## config.mk

```make
export PLATFORM = sky130hd
export DESIGN_NAME = bfx_corrector
export DESIGN_NICKNAME = d
export VERILOG_FILES = /design/src/rtl/bfx_pkg.sv /design/src/rtl/bfx_loc_unpack.sv /design/src/rtl/bfx_zero_pop.sv /design/src/rtl/bfx_corrector.sv
export SDC_FILE = /design/constraint.sdc
export NUM_CORES = 1
export LEC_CHECK = 0
export ABC_AREA = 0
export BUFFER_PORTS_ARGS = -buffer_cell sky130_fd_sc_hd__buf_2
export CORE_MARGIN = 2
export CORE_UTILIZATION = 45
export CTS_BUF_LIST = sky130_fd_sc_hd__clkbuf_8 sky130_fd_sc_hd__clkbuf_16
export DETAILED_ROUTE_END_ITERATION = 8
export GPL_ROUTABILITY_DRIVEN = 0
export PLACE_DENSITY = 0.73
export SLEW_MARGIN = 20
export SYNTH_ARGS = -nofsm -noshare
export SYNTH_HDL_FRONTEND = slang
export SYNTH_SLANG_ARGS = --single-unit
```

## constraint.sdc

```tcl
create_clock -name clk -period 4.35 [get_ports clk]
set_input_delay 0.435 -clock clk [delete_from_list [all_inputs] [get_ports clk]]
set_output_delay 0.435 -clock clk [all_outputs]
set_load 0.02 [all_outputs]
```

## src/rtl/bfx_pkg.sv

```systemverilog
package bfx_pkg;

    typedef enum logic [2:0] {
        ST_IDLE,
        ST_FIX,
        ST_SCAN,
        ST_FILL,
        ST_DONE
    } bfx_state_e;

endpackage

```

## src/rtl/bfx_loc_unpack.sv

```systemverilog
module bfx_loc_unpack #(
    parameter int MAX_FIX = 8,
    parameter int LOC_W   = 13,
    localparam int PK_W   = MAX_FIX * LOC_W,
    localparam int TOP_W  = PK_W - 96
) (
    input  logic [31:0]                    w1,
    input  logic [31:0]                    w2,
    input  logic [31:0]                    w3,
    input  logic [TOP_W-1:0]               top_bits,
    output logic [MAX_FIX-1:0][LOC_W-1:0]  locs
);
    logic [PK_W-1:0] packed_v;

    assign packed_v = {top_bits, w3, w2, w1};

    for (genvar k = 0; k < MAX_FIX; k++) begin : g_loc
        // low two bits come out of the decoder inverted
        assign locs[k] = packed_v[k*LOC_W +: LOC_W] ^ LOC_W'(3);
    end
endmodule

```

## src/rtl/bfx_zero_pop.sv

```systemverilog
module bfx_zero_pop (
    input  logic [7:0] byte_in,
    output logic [3:0] zeros
);
    always_comb begin
        zeros = '0;
        for (int i = 0; i < 8; i++) begin
            zeros = zeros + {3'b000, ~byte_in[i]};
        end
    end
endmodule

```

## src/rtl/bfx_corrector.sv

```systemverilog
module bfx_corrector
    import bfx_pkg::*;
#(
    parameter int DATA_BYTES = 512,
    parameter int ECC_BYTES  = 13,
    parameter int MAX_FIX    = 8,
    parameter int LOC_W      = 13,
    parameter int CNT_LSB    = 10,
    parameter int CNT_W      = 4,
    localparam int TOT_BYTES = DATA_BYTES + ECC_BYTES,
    localparam int AW        = $clog2(TOT_BYTES),
    localparam int PK_W      = MAX_FIX * LOC_W,
    localparam int TOP_W     = PK_W - 96
) (
    input  logic             clk,
    input  logic             rst_n,
    input  logic             start,
    input  logic [31:0]      ecc_w1,
    input  logic [31:0]      ecc_w2,
    input  logic [31:0]      ecc_w3,
    input  logic [31:0]      status,
    output logic [AW-1:0]    buf_addr,
    input  logic [7:0]       buf_rdata,
    output logic             buf_we,
    output logic [7:0]       buf_wdata,
    output logic             done,
    output logic [CNT_W-1:0] corrected,
    output logic             uncorrectable
);
    localparam int DATA_BITS = DATA_BYTES * 8;
    localparam int IDXW      = $clog2(MAX_FIX);
    localparam int SAT       = MAX_FIX + 1;
    localparam int ZW        = $clog2(SAT + 1);

    typedef struct packed {
        bfx_state_e                   st;
        logic [AW-1:0]                idx;
        logic [CNT_W-1:0]             cnt;
        logic [MAX_FIX-1:0][LOC_W-1:0] locs;
        logic [ZW-1:0]                dz;
        logic [ZW-1:0]                ez;
        logic [CNT_W-1:0]             fixed;
        logic                         bad;
    } regs_t;

    regs_t q, d;

    logic [MAX_FIX-1:0][LOC_W-1:0] new_locs;
    logic [CNT_W-1:0]              new_cnt;
    logic [LOC_W-1:0]              cur_loc;
    logic [3:0]                    byte_zeros;
    logic [ZW:0]                   zero_total;
    logic                          unused_status;

    assign new_cnt       = status[CNT_LSB +: CNT_W];
    assign unused_status = ^{status[31:16+TOP_W], status[15:CNT_LSB+CNT_W], status[CNT_LSB-1:0]};
    assign cur_loc       = q.locs[q.idx[IDXW-1:0]];

    bfx_loc_unpack #(.MAX_FIX(MAX_FIX), .LOC_W(LOC_W)) u_unpack (
        .w1       (ecc_w1),
        .w2       (ecc_w2),
        .w3       (ecc_w3),
        .top_bits (status[16 +: TOP_W]),
        .locs     (new_locs)
    );

    bfx_zero_pop u_pop (
        .byte_in (buf_rdata),
        .zeros   (byte_zeros)
    );

    function automatic logic [ZW-1:0] sat_add(logic [ZW-1:0] a, logic [3:0] b);
        logic [ZW+3:0] s;
        s = (ZW+4)'(a) + (ZW+4)'(b);
        return (s > (ZW+4)'(SAT)) ? ZW'(SAT) : s[ZW-1:0];
    endfunction

    always_comb begin
        d          = q;
        buf_addr   = q.idx;
        buf_we     = 1'b0;
        buf_wdata  = buf_rdata;
        zero_total = '0;
        case (q.st)
            ST_IDLE: begin
                if (start) begin
                    d.cnt   = new_cnt;
                    d.locs  = new_locs;
                    d.idx   = '0;
                    d.dz    = '0;
                    d.ez    = '0;
                    d.fixed = '0;
                    d.bad   = 1'b0;
                    if (new_cnt == '0)
                        d.st = ST_DONE;
                    else if (new_cnt <= CNT_W'(MAX_FIX))
                        d.st = ST_FIX;
                    else
                        d.st = ST_SCAN;
                end
            end
            ST_FIX: begin
                buf_addr = AW'(cur_loc >> 3);
                if (cur_loc < LOC_W'(DATA_BITS)) begin
                    buf_we    = 1'b1;
                    buf_wdata = buf_rdata ^ (8'h01 << cur_loc[2:0]);
                end
                if (q.idx == AW'(q.cnt) - AW'(1)) begin
                    d.st    = ST_DONE;
                    d.fixed = q.cnt;
                end else begin
                    d.idx = q.idx + AW'(1);
                end
            end
            ST_SCAN: begin
                if (q.idx < AW'(DATA_BYTES))
                    d.dz = sat_add(q.dz, byte_zeros);
                else
                    d.ez = sat_add(q.ez, byte_zeros);
                if (q.idx == AW'(TOT_BYTES - 1)) begin
                    zero_total = (ZW+1)'(d.dz) + (ZW+1)'(d.ez);
                    d.idx      = '0;
                    if (zero_total <= (ZW+1)'(MAX_FIX)) begin
                        d.st    = ST_FILL;
                        d.fixed = CNT_W'(zero_total);
                    end else begin
                        d.st  = ST_DONE;
                        d.bad = 1'b1;
                    end
                end else begin
                    d.idx = q.idx + AW'(1);
                end
            end
            ST_FILL: begin
                buf_we    = 1'b1;
                buf_wdata = 8'hFF;
                if (q.idx == AW'(DATA_BYTES - 1))
                    d.st = ST_DONE;
                else
                    d.idx = q.idx + AW'(1);
            end
            ST_DONE: d.st = ST_IDLE;
            default: d.st = ST_IDLE;
        endcase
    end

    always_ff @(posedge clk or negedge rst_n) begin
        if (!rst_n) begin
            q       <= '0;
            q.st    <= ST_IDLE;
        end else begin
            q <= d;
        end
    end

    assign done          = (q.st == ST_DONE);
    assign corrected     = q.fixed;
    assign uncorrectable = q.bad;

    AST_DONE_PULSE: assert property (@(posedge clk) disable iff (!rst_n)
        done |=> !done);
    AST_WRITE_IN_DATA: assert property (@(posedge clk) disable iff (!rst_n)
        buf_we |-> (buf_addr < AW'(DATA_BYTES)));
    AST_FIX_ONE_BIT: assert property (@(posedge clk) disable iff (!rst_n)
        (q.st == ST_FIX && buf_we) |-> $countones(buf_wdata ^ buf_rdata) == 1);
    AST_IDLE_NO_WRITE: assert property (@(posedge clk) disable iff (!rst_n)
        (q.st == ST_IDLE) |-> !buf_we);
    AST_BAD_ZERO: assert property (@(posedge clk) disable iff (!rst_n)
        (done && uncorrectable) |-> corrected == '0);
    AST_FIX_BOUND: assert property (@(posedge clk) disable iff (!rst_n)
        done |-> corrected <= CNT_W'(MAX_FIX));
    AST_BUSY_HOLD: assert property (@(posedge clk) disable iff (!rst_n)
        (q.st == ST_FIX && q.idx != AW'(q.cnt) - AW'(1)) |=> q.st == ST_FIX);

endmodule

```

After elaboration in Yosys (flattened, before gate mapping)

Cells that the tools add are included.

$add $sub $neg: 12
$lt $le $gt $ge: 7
Eq/ne operators: 15
Shift operators: 1
Muxes and demuxes: 32
Bitwise gates (word level): 17
Reduce and logical (&&, ||, !) cells: 11

Operator list:

| operator                                                      | number |
|---|---|
| two-way mux 134 bit                                           | 1 |
| two-way mux 10 bit                                            | 4 |
| case mux 10 bit (4 select lines)                              | 1 |
| binary-select mux 13 bit (select 3 bit)                       | 1 |
| two-way mux 4 bit                                             | 8 |
| case mux 8 bit (2 select lines)                               | 2 |
| adder 4 x 1 -> 4 bit                                          | 6 |
| != test 2 bit, second input constant                          | 8 |
| inverter 2 bit                                                | 8 |
| adder 4 x 4 -> 5 bit                                          | 3 |
| two-way mux 3 bit                                             | 5 |
| less-than comparator 13 bit, second input constant            | 1 |
| two-way mux 13 bit                                            | 1 |
| case mux 3 bit (4 select lines)                               | 1 |
| case mux 4 bit (3 select lines)                               | 1 |
| AND reduction 4 bit                                           | 3 |
| adder 10 x 1 -> 10 bit, second input constant                 | 1 |
| equality test 10 bit                                          | 1 |
| equality test 10 bit, second input constant                   | 1 |
| equality test 10 x 9 -> 1 bit, second input constant          | 1 |
| greater-than comparator 5 x 4 -> 1 bit, second input constant | 2 |
| less-than comparator 10 bit, second input constant            | 1 |
| two-way mux 8 bit                                             | 1 |
| inverter 1 bit                                                | 8 |
| 21 further kinds                                              | 25 |

Flip-flop bits (word level): 134
Bits of input ports: 139
Output and inout bits: 25
Word-level logic and storage cells: 110

Depth between registers and ports, before layout

Gate-level depths: netlist of run 1.

Word-level depth: 18
Mapped depth: 19

Modules after synthesis

Synthesis of run 1 repeated with hierarchy kept, for this count alone.

Cells, all modules: 686
Area, all modules: 7927.6 um^2

By module, submodules not included:

| module         | instances | cells an instance | area each (um^2) | seq. area each (um^2) |
|---|---|---|---|---|
| bfx_corrector  | 1         | 560               | 7024.2           | 3353.2 |
| bfx_loc_unpack | 1         | 104               | 720.7            | 0.0 |
| bfx_zero_pop   | 1         | 22                | 182.7            | 0.0 |

Worst setup path after synthesis of run 1

OpenSTA, ideal clock, no wires.

Path kind: input-to-reg
From: input port buf_rdata[0]
To: register q, in the netlist corrected[0]
Data arrival time: 5.983 ns
Data required time: 4.223 ns
Setup slack: -1.761 ns
Stages on the path: 18
Buffers on the path: 0
Cells stage by stage: inv_1 ha_1 fa_1 fa_1 fa_1 fa_1 fa_1 a21o_1 a211o_1 a211oi_1 nor2_1 ha_1 fa_1 o32a_1 nor2_1 o41ai_2 a221oi_2 mux2_1

Cells in the longest elaborated chain, start to end: 17
Elaborated cells on any way between the ends: 25
Classes of those cells: add/sub (10); order compare (3); eq/ne (1); mux (9); bitwise (1); reduce/logical (1)

Ends and longest elaborated chain:

| what                                                                             | line                 | RTL |
|---|---|---|
| start, declared                                                                  | bfx_corrector.sv:23  | `input logic [7:0] buf_rdata,` |
| inverter 1 bit *                                                                 | bfx_zero_pop.sv:8    | `zeros = zeros + {3'b000, ~byte_in[i]};` |
| adder 1 x 1 -> 2 bit *                                                           | bfx_zero_pop.sv:8    |  |
| adder 4 x 1 -> 4 bit * (6 in series)                                             | bfx_zero_pop.sv:8    |  |
| adder 4 x 4 -> 5 bit                                                             | bfx_corrector.sv:74  | `s = (ZW+4)'(a) + (ZW+4)'(b);` |
| greater-than comparator 5 x 4 -> 1 bit                                           | bfx_corrector.sv:75  | `return (s > (ZW+4)'(SAT)) ? ZW'(SAT) : s[ZW-1:0];` |
| two-way mux 4 bit                                                                | bfx_corrector.sv:75  |  |
| two-way mux 4 bit                                                                | bfx_corrector.sv:116 | `if (q.idx < AW'(DATA_BYTES))` |
| two-way mux 4 bit                                                                | bfx_corrector.sv:84  | `case (q.st)` |
| adder 4 x 4 -> 5 bit *                                                           | bfx_corrector.sv:121 | `zero_total = (ZW+1)'(d.dz) + (ZW+1)'(d.ez);` |
| less-or-equal comparator 5 x 4 -> 1 bit or two-way mux 4 bit (tied branches)     | bfx_corrector.sv:123 | `if (zero_total <= (ZW+1)'(MAX_FIX)) begin` |
| != test 2 bit (no line) or two-way mux 5 bit (tied branches)                     | -                    |  |
| AND reduction 5 bit (no line) or case mux 4 bit (3 select lines) (tied branches) | -                    |  |
| end, declared                                                                    | bfx_corrector.sv:46  | `regs_t q, d;` |

Mark *: on every way between the ends. The rest lies on a longest branch, timed or not. The select of a mux whose other input is x is not followed.
A chain may end at the register's enable or synchronous reset.

Worst setup path after layout of run 1

From: input port buf_rdata[1]
To: register q, in the netlist corrected[2]

The elaborated chain is that of the path after synthesis.

==> results list, run 1 <==
* Result of the run: complete, but fails checks
- The checks that failed: negative setup slack.
- Remaining Overflow, GRT: 0
- Once the floorplan was initialized, standard cells occupied 45.4% of the core.
* Flip-flop and latch area: 3350 um2
- Worst voltage drop across the vdd grid: 454 uV
- Worst Path Class, Setup: input pin to flip-flop
- On the final layout, the worst clock skew is 0.00704 ns.
- Synthesis handed over a netlist of 806 instances.
- Maximum buffer depth of the clock tree: 2
* Area of the die: 17600 um2
- Number of cells on the worst reg-to-reg path: 14
- Final worst path period need: 5.42 ns
- Of all nets on the critical path, the largest fanout is 4.
* Global Route Usage Sum: 23.0%
- First-pass GRT wire length: 32100 um
* Portion of the clock cycle consumed by the worst path in the final layout: 125%
- Capturing point of the worst reg2reg path: corrected[2]$_DFFE_PN0P_
- The routed design has 19200 um of wire.
- The worst setup path is launched from an input pin.
- Counting buffers and inverters, the worst setup path is 20 cells deep.
* Total clock sinks: 134
- Final critical-path setup slack: -1.07 ns
* Clock tree from TritonCTS: done
- The number of nets handed over by synthesis was 970.
* Area taken by multi-input logic gates: 3910 um2
* Post-synthesis sequential element count: 134
* Post-DP Area: 8600 um2
- During synthesis, Yosys emitted a total of 0 warnings.
- Setup repair after global routing missed its margin: true
* Area of the core: 16400 um2
* Final antenna-violating net count: 0
* Buffer cell driving the clock tree root: sky130_fd_sc_hd__clkbuf_16
- The total count of hold-check failures in the final report came to 0.
- Critical Path Most Common Cell: sky130_fd_sc_hd__fa_2
- Leakage power summed over all cells: 4.68 nW
- Cell at the slowest stage of the critical path: sky130_fd_sc_hd__fa_2
- Across the run, the number of max-cap violations was 0.
- TritonCTS Buffers: 17
- Sequential elements use 45.0% of the synthesized area.
* Skew-Pair Late Insertion Delay: 0.41 ns
- Proportion of layout cells with a drive suffix above 1: 29.5%
* Post-route cell area: 9330 um2
- For this run, design rule violations remaining after detail routing come to 0.
- I/O pin count: 164
* Cell-by-cell trace of the critical path: buf_12, inv_12, ha_4, fa_1, fa_1, fa_2, fa_2, fa_2, a21o_1, a211o_4, a211oi_4, nor2_1, ha_2, fa_2, o32a_1, nor2_2, o41ai_2, a221oi_2, buf_4, mux2_1
- Count of hold buffers inserted by post-cts repair: 0
- Die Span Y: 133 um
- In this run the cell area of the synthesized design comes to 7450 um2.
- Setup violations remaining at the end of the flow were counted as 8.
- Final count of pins violating max slew: 0
* Async S/R FF share, synth: 100%
* Avg Vias per Cell: 5.35
- After detailed routing, the average wire length per cell comes to 16.0 um.
- Entering global routing, the biggest net connects 100 pins.
* Cell Pwr Density: 709 nW/um2
- After the last flow step, the layout net total stands at 1134.
- Post-detailed-placement half-perimeter wirelength: 13600 um
- Worst path arrival time: 5.71 ns
* Number of distinct library cells after synthesis: 68
* Number of buffers and inverters on the critical path: 3
- Across all register-to-register paths, the minimum setup slack is 0.48 ns.
* Level count of the clock H-tree: 4
- The number of global-route vias before repair came to 6505.
* Clock transition at the registers of the reported paths: 0.06 ns
- Count of flip-flops with a built-in enable after synthesis: 0
- Endpoint kind of the worst setup timing path: flip-flop
* Launching point of the worst reg2reg path: q[9]$_DFFE_PN0P_
* HP Class: input pin to asynchronous set/reset pin
* Launching element of the worst setup path: buf_rdata[1]
* CP Capture Point: corrected[2]$_DFFE_PN0P_
- Headroom to the max-slew limit came out at 40.0%.
- Actual slew at the worst max-slew pin: 0.900 ns
- In this run the horizontal extent of the chip is 133 um.
* Critical Path Max Stage Delay: 0.51 ns
- Based on the critical path, the design can be clocked at up to 184 MHz.
- Compared with the post-synthesis result, the final layout area differs by 25.3%.
- Filler instances: 1435
- Via count: 6436
- Initial antenna violation count: 0
* Number of detailed-routing iterations run before antenna repair: 5
* Number of design-rule violations left by the first detailed-router iteration: 455
* Most used flip-flop cell after synthesis: sky130_fd_sc_hd__dfrtp_1
* Mean instance size in the synthesized netlist: 9.24 um2
* Number of inserted diodes: 0
- Port buffering added 143 buffers.
- After floorplanning, the core was divided into 47 placement rows.
- Total power for the finished layout comes to 6.61 mW.
* Required arrival time at the worst endpoint: 4.64 ns
* Delay-heaviest family, CP: adder cells
-- cells in the final DEF, fill, tap and decap left out, types with 10 or more instances in the layout --
master	count
sky130_fd_sc_hd__nand2_1	299
sky130_fd_sc_hd__buf_2	140
sky130_fd_sc_hd__dfrtp_1	133
sky130_fd_sc_hd__buf_4	51
sky130_fd_sc_hd__nor2_1	46
sky130_fd_sc_hd__o21ai_0	26
sky130_fd_sc_hd__mux4_2	25
sky130_fd_sc_hd__a21oi_1	24
sky130_fd_sc_hd__inv_1	17
sky130_fd_sc_hd__clkbuf_16	17
sky130_fd_sc_hd__mux2i_1	15
sky130_fd_sc_hd__ha_1	15
sky130_fd_sc_hd__nand3_1	10
-- worst min path at each step --
stage,from,end,slack (ns),cells past startpoint
2_1_floorplan,rst_n,corrected[0]$_DFFE_PN0P_,0.14,0
3_3_place_gp,q[81]$_DFFE_PN0P_,q[81]$_DFFE_PN0P_,0.45,2
3_5_place_dp,q[110]$_DFFE_PN0P_,q[110]$_DFFE_PN0P_,0.46,2
4_1_cts,rst_n,q[101]$_DFFE_PN0P_,0.16,1
5_1_grt,ecc_w1[1],q[14]$_DFFE_PN0P_,0.17,2
6_report,rst_n,q[101]$_DFFE_PN0P_,0.10,1
-- stage by stage --
stage / setup WS [ns] / hold slack (ns) / instances / util [%] / setup TNS (ns)
global placement: -1.47 / 0.454 / 1161 / 52.4 / -10.72
detailed placement: -1.60 / 0.458 / 1161 / 52.4 / -11.67
floorplan: -1.19 / 0.139 / 806 / - / -8.19
finish: -1.07 / 0.104 / 1202 / 56.9 / -8.11
global route: -1.22 / 0.167 / 1202 / 56.9 / -9.25
CTS: -1.01 / 0.162 / 1198 / 56.5 / -7.49
-- synth_stat cells, types with 4 or more instances --
library cell / count / area share, %
sky130_fd_sc_hd__nand2b_1: 6 / 0.50
sky130_fd_sc_hd__nor3b_1: 4 / 0.40
sky130_fd_sc_hd__o2111ai_1: 4 / 0.47
sky130_fd_sc_hd__nand3_1: 10 / 0.67
sky130_fd_sc_hd__a21oi_1: 26 / 1.7
sky130_fd_sc_hd__dfrtp_1: 134 / 45
sky130_fd_sc_hd__nor3_1: 7 / 0.47
sky130_fd_sc_hd__a21o_1: 9 / 0.91
sky130_fd_sc_hd__mux2_1: 4 / 0.60
sky130_fd_sc_hd__fa_1: 7 / 1.9
sky130_fd_sc_hd__a211oi_1: 6 / 0.60
sky130_fd_sc_hd__inv_1: 18 / 0.91
sky130_fd_sc_hd__xnor2_1: 9 / 1.1
sky130_fd_sc_hd__a31oi_1: 6 / 0.50
sky130_fd_sc_hd__mux2i_1: 15 / 2.0
sky130_fd_sc_hd__nor2b_1: 7 / 0.59
sky130_fd_sc_hd__o21ai_0: 27 / 1.8
sky130_fd_sc_hd__buf_4: 4 / 0.40
sky130_fd_sc_hd__nand2_1: 300 / 15
sky130_fd_sc_hd__o211ai_1: 5 / 0.50
sky130_fd_sc_hd__mux4_2: 25 / 7.6
sky130_fd_sc_hd__a32o_1: 4 / 0.54
sky130_fd_sc_hd__clkbuf_1: 24 / 1.2
sky130_fd_sc_hd__nor2_1: 47 / 2.4
sky130_fd_sc_hd__buf_2: 18 / 1.2
sky130_fd_sc_hd__ha_1: 18 / 3.0
-- area by class of cell --
class,count,area share (%)
multi-input cells,603,41.9
inverters,18,0.885
flip-flops and latches,134,36.0
well taps,220,2.95
repair buffers,196,12.3
clock buffers,19,4.86
clock inverters,12,1.13
-- routing by layer --
layer	wire length (um)	global-route usage, %	vias up
li1	-	-	3073
met1	8340	30.9	3106
met2	9320	37.3	225
met3	1040	4.44	32
met4	505	8.60	0
met5	0	0	-
-- report_power, final --
group          leakage, nW  switching [mW]  internal, mW  total, mW
Combinational         2.74            1.70          1.38       3.08
Sequential            1.67           0.388          1.79       2.18
Clock                0.268           0.541         0.810       1.35
Total                 4.68            2.62          3.99       6.61
-- logic make-up (layout without fill, tap and decap cells) --
group	after synthesis	in the layout	synth area share (%)
compound gates	116	116	10.9
fa+ha+maj	25	25	4.91
mux	46	46	10.7
xor+xnor	12	12	1.61
flops	134	134	45.0
simple gates	404	404	22.6
buf+inv	69	245	4.28
-- sequential cells by signal, indices dropped and copies added, names as in the netlist --
register,flops
uncorrectable,1
corrected,4
q,129
-- repair_timing --
action	4_1_cts	5_1_grt
pin swaps	11	3
gates cloned	0	0
gates resized for setup	13	4
buffers inserted	6	4
endpoints found under the setup margin	8	8
(Power assumes the default switching activity.)
==> inputs of run 2 (changes only) <==
--- a/config.mk
+++ b/config.mk
@@ -12,6 +12,7 @@
 export CTS_BUF_LIST = sky130_fd_sc_hd__clkbuf_8 sky130_fd_sc_hd__clkbuf_16
 export DETAILED_ROUTE_END_ITERATION = 8
 export GPL_ROUTABILITY_DRIVEN = 0
+export GPL_TIMING_DRIVEN = 0
 export PLACE_DENSITY = 0.73
 export SLEW_MARGIN = 20
 export SYNTH_ARGS = -nofsm -noshare
==> run 2 against run 1 <==
The flow still finishes with violations (negative setup slack). Combinational power grew 4%. Worst hold slack gained 0.076 ns. Clock skew increased by 0.0023 ns. Flip-flop and latch count did not move. Register-to-register slack worse by 0.04 ns. Maximum frequency shrank 0.23%. Worst setup slack got worse by 0.012 ns. Critical endpoint is now corrected[1]$_DFFE_PN0P_.
==> results list, run 2 (same netlist as run 1, synthesis figures left out) <==
- Number of design-rule violations left by the first detailed-router iteration: 463
* Result of the run: complete, but fails checks
- Per-cell routed wire length: 17.2 um
- Vias in the first global route: 6643
- The top cell types in the final layout, fill and taps aside, are sky130_fd_sc_hd__nand2_1, sky130_fd_sc_hd__buf_2, sky130_fd_sc_hd__dfrtp_1.
* Maximum buffer depth of the clock tree: 2
- After the last flow step, the layout net total stands at 1147.
- Clock transition at the registers of the reported paths: 0.06 ns
* Worst path arrival time: 5.73 ns
* Final Hold Violating Endpoints: 0
- On the final layout, the worst clock skew is 0.00936 ns.
- Buffers inserted during clock tree synthesis total 17.
- Cell-by-cell trace of the critical path: buf_12, inv_12, ha_4, fa_1, fa_1, fa_2, fa_2, fa_2, a21o_1, a211o_1, a211oi_2, nor2_1, ha_2, fa_2, o32a_1, nor2_2, o41ai_4, a221oi_2, buf_4, mux2_1
- Number of cells on the worst reg-to-reg path: 14
- Max_slew headroom: 47.2%
* Leakage power summed over all cells: 4.67 nW
- Failing checks: negative setup slack
* Global Route Usage Sum: 24.5%
- Starting utilization of the core area: 45.4%
* Actual slew at the worst max-slew pin: 0.789 ns
- Area of the die: 17600 um2
- Final count of pins violating max slew: 0
* Category of the worst setup path launch point: input pin
- Port bufs: 143
- The worst hold path belongs to the class input pin to flip-flop.
- Along the worst hold path, the cell count comes to 2.
* Number of inserted diodes: 0
* Width of the die: 133 um
- The routed design has 20900 um of wire.
- Standard-cell rows: 47
* First-pass GRT wire length: 33900 um
- Dividing the detail-routed via count by the number of cells gives 5.41.
* Pin count of the biggest net entering global routing: 98
- Number of detailed-routing iterations run before antenna repair: 6
- Critical Path Max Stage Delay: 0.52 ns
- q holds more flip-flops than any other register.
- Measured along the y axis, the die boundary spans 133 um.
- The detail route stage leaves a number of antenna-violating nets equal to 0.
- Based on the critical path, the design can be clocked at up to 184 MHz.
- Along the worst path, the maximum fanout reaches 4.
- The number of antenna violations at the first check in global routing came to 0.
- For this run the aggregate overflow at the end of global routing stands at 0.
- Leaving out filler cells and counting taps, the final layout contains 1215.
- Setup repair after global routing missed its margin: true
* Critical Path Most Common Cell: sky130_fd_sc_hd__fa_2
- Endpoint kind of the worst setup timing path: flip-flop
* Final worst path period need: 5.43 ns
- For this run, the share of the core covered by cells in the final layout is 57.2%.
* Commonest non-fill, non-tap cell in the layout: sky130_fd_sc_hd__nand2_1
- Data on the critical path is required at its endpoint by 4.65 ns.
- Worst Path Class, Setup: input pin to flip-flop
* Final critical-path setup slack: -1.08 ns
* Residual DRC count: 0
* Max Cap Viol: 0
* Proportion of layout cells with a drive suffix above 1: 27.7%
- 164 I/O pins were placed.
- Signed area change from the synthesized netlist to the final layout: 25.9%
* Level count of the clock H-tree: 4
- The completed layout was analyzed and its total power is 6.70 mW.
- Number of endpoints failing setup at the final stage: 8
- At the later pin of the worst-skew pair, clock insertion delay measures 0.42 ns.
- In the finished design, the share of the clock period the worst path needs comes to 125%.
- TritonCTS built the clock tree.
- Total clock sinks: 134
- Worst voltage drop across the vdd grid: 338 uV
* Area of the core: 16400 um2
- Cell Pwr Density: 714 nW/um2
- Max reg flops: 129
- Clock tree synthesis selected as its root buffer the cell sky130_fd_sc_hd__clkbuf_16.
* Cell at the slowest stage of the critical path: sky130_fd_sc_hd__fa_2
- Post-detailed-placement half-perimeter wirelength: 15100 um
- The final route contains 6569 vias.
- The number of placed instances, taps included, is 1170.
[run 2: report_power, final]
part	internal, mW	switching [mW]
clock network	0.811	0.552
logic	1.36	1.85
registers	1.79	0.336
total	3.96	2.74
[run 2: area by class of cell]
| cell class | instances | area, um2 |
|---|---|---|
| fill | 1388 | 7030 |
| clock inverter | 12 | 105 |
| buffer | 51 | 251 |
| sequential | 134 | 3350 |
| timing repair buffer | 158 | 890 |
| tap | 220 | 275 |
| multi-input combinational | 603 | 3970 |
| inverter | 18 | 82.6 |
| clock buffer | 19 | 453 |
[run 2: what timing repair did]
action | CTS | global route
setup buffers | 12 | 1
endpoints found under the hold margin | 37 | 0
pin swaps | 8 | 2
hold buffers | 1 | 0
endpoints found under the setup margin | 8 | 8
gates resized for setup | 22 | 4
[run 2: metrics by stage]
step / setup TNS (ns) / instance area [um2] / hold slack, ns / worst slack [ns]
6_report: -7.90 / 9380 / 0.180 / -1.08
4_1_cts: -7.31 / 9350 / 0.172 / -1.01
2_1_floorplan: -8.19 / 7520 / 0.139 / -1.19
3_3_place_gp: -12.69 / 8510 / 0.452 / -1.73
5_1_grt: -9.41 / 9380 / 0.176 / -1.28
3_5_place_dp: -12.84 / 8550 / 0.326 / -1.75
[run 2: critical path, delay by kind of cell]
family | cells | cell delay (ns)
fa+ha+maj | 8 | 3.09
compound gates | 6 | 1.36
buf+inv | 3 | 0.30
simple gates | 2 | 0.22
mux | 1 | 0.31
[run 2: per-layer routing]
metal	up-vias	share of wire, %	global-route usage (%)
met1	3201	43	32.5
li1	3118	-	-
met2	216	49	40.2
met3	34	6.0	5.17
met5	-	0	0
met4	0	2.2	8.54
[run 2: final timing paths]
path                                        start                       end  slack (ns)
worst max-delay path                 buf_rdata[1]  corrected[1]$_DFFE_PN0P_       -1.08
max in group asynchronous                   rst_n        q[125]$_DFFE_PN0P_        3.09
worst min register to register  q[62]$_DFFE_PN0P_         q[62]$_DFFE_PN0P_        0.47
worst min-delay path                    ecc_w3[2]         q[79]$_DFFE_PN0P_        0.18
min in group asynchronous                   rst_n        q[114]$_DFFE_PN0P_        0.48
worst max register to register   q[9]$_DFFE_PN0P_  corrected[1]$_DFFE_PN0P_        0.44
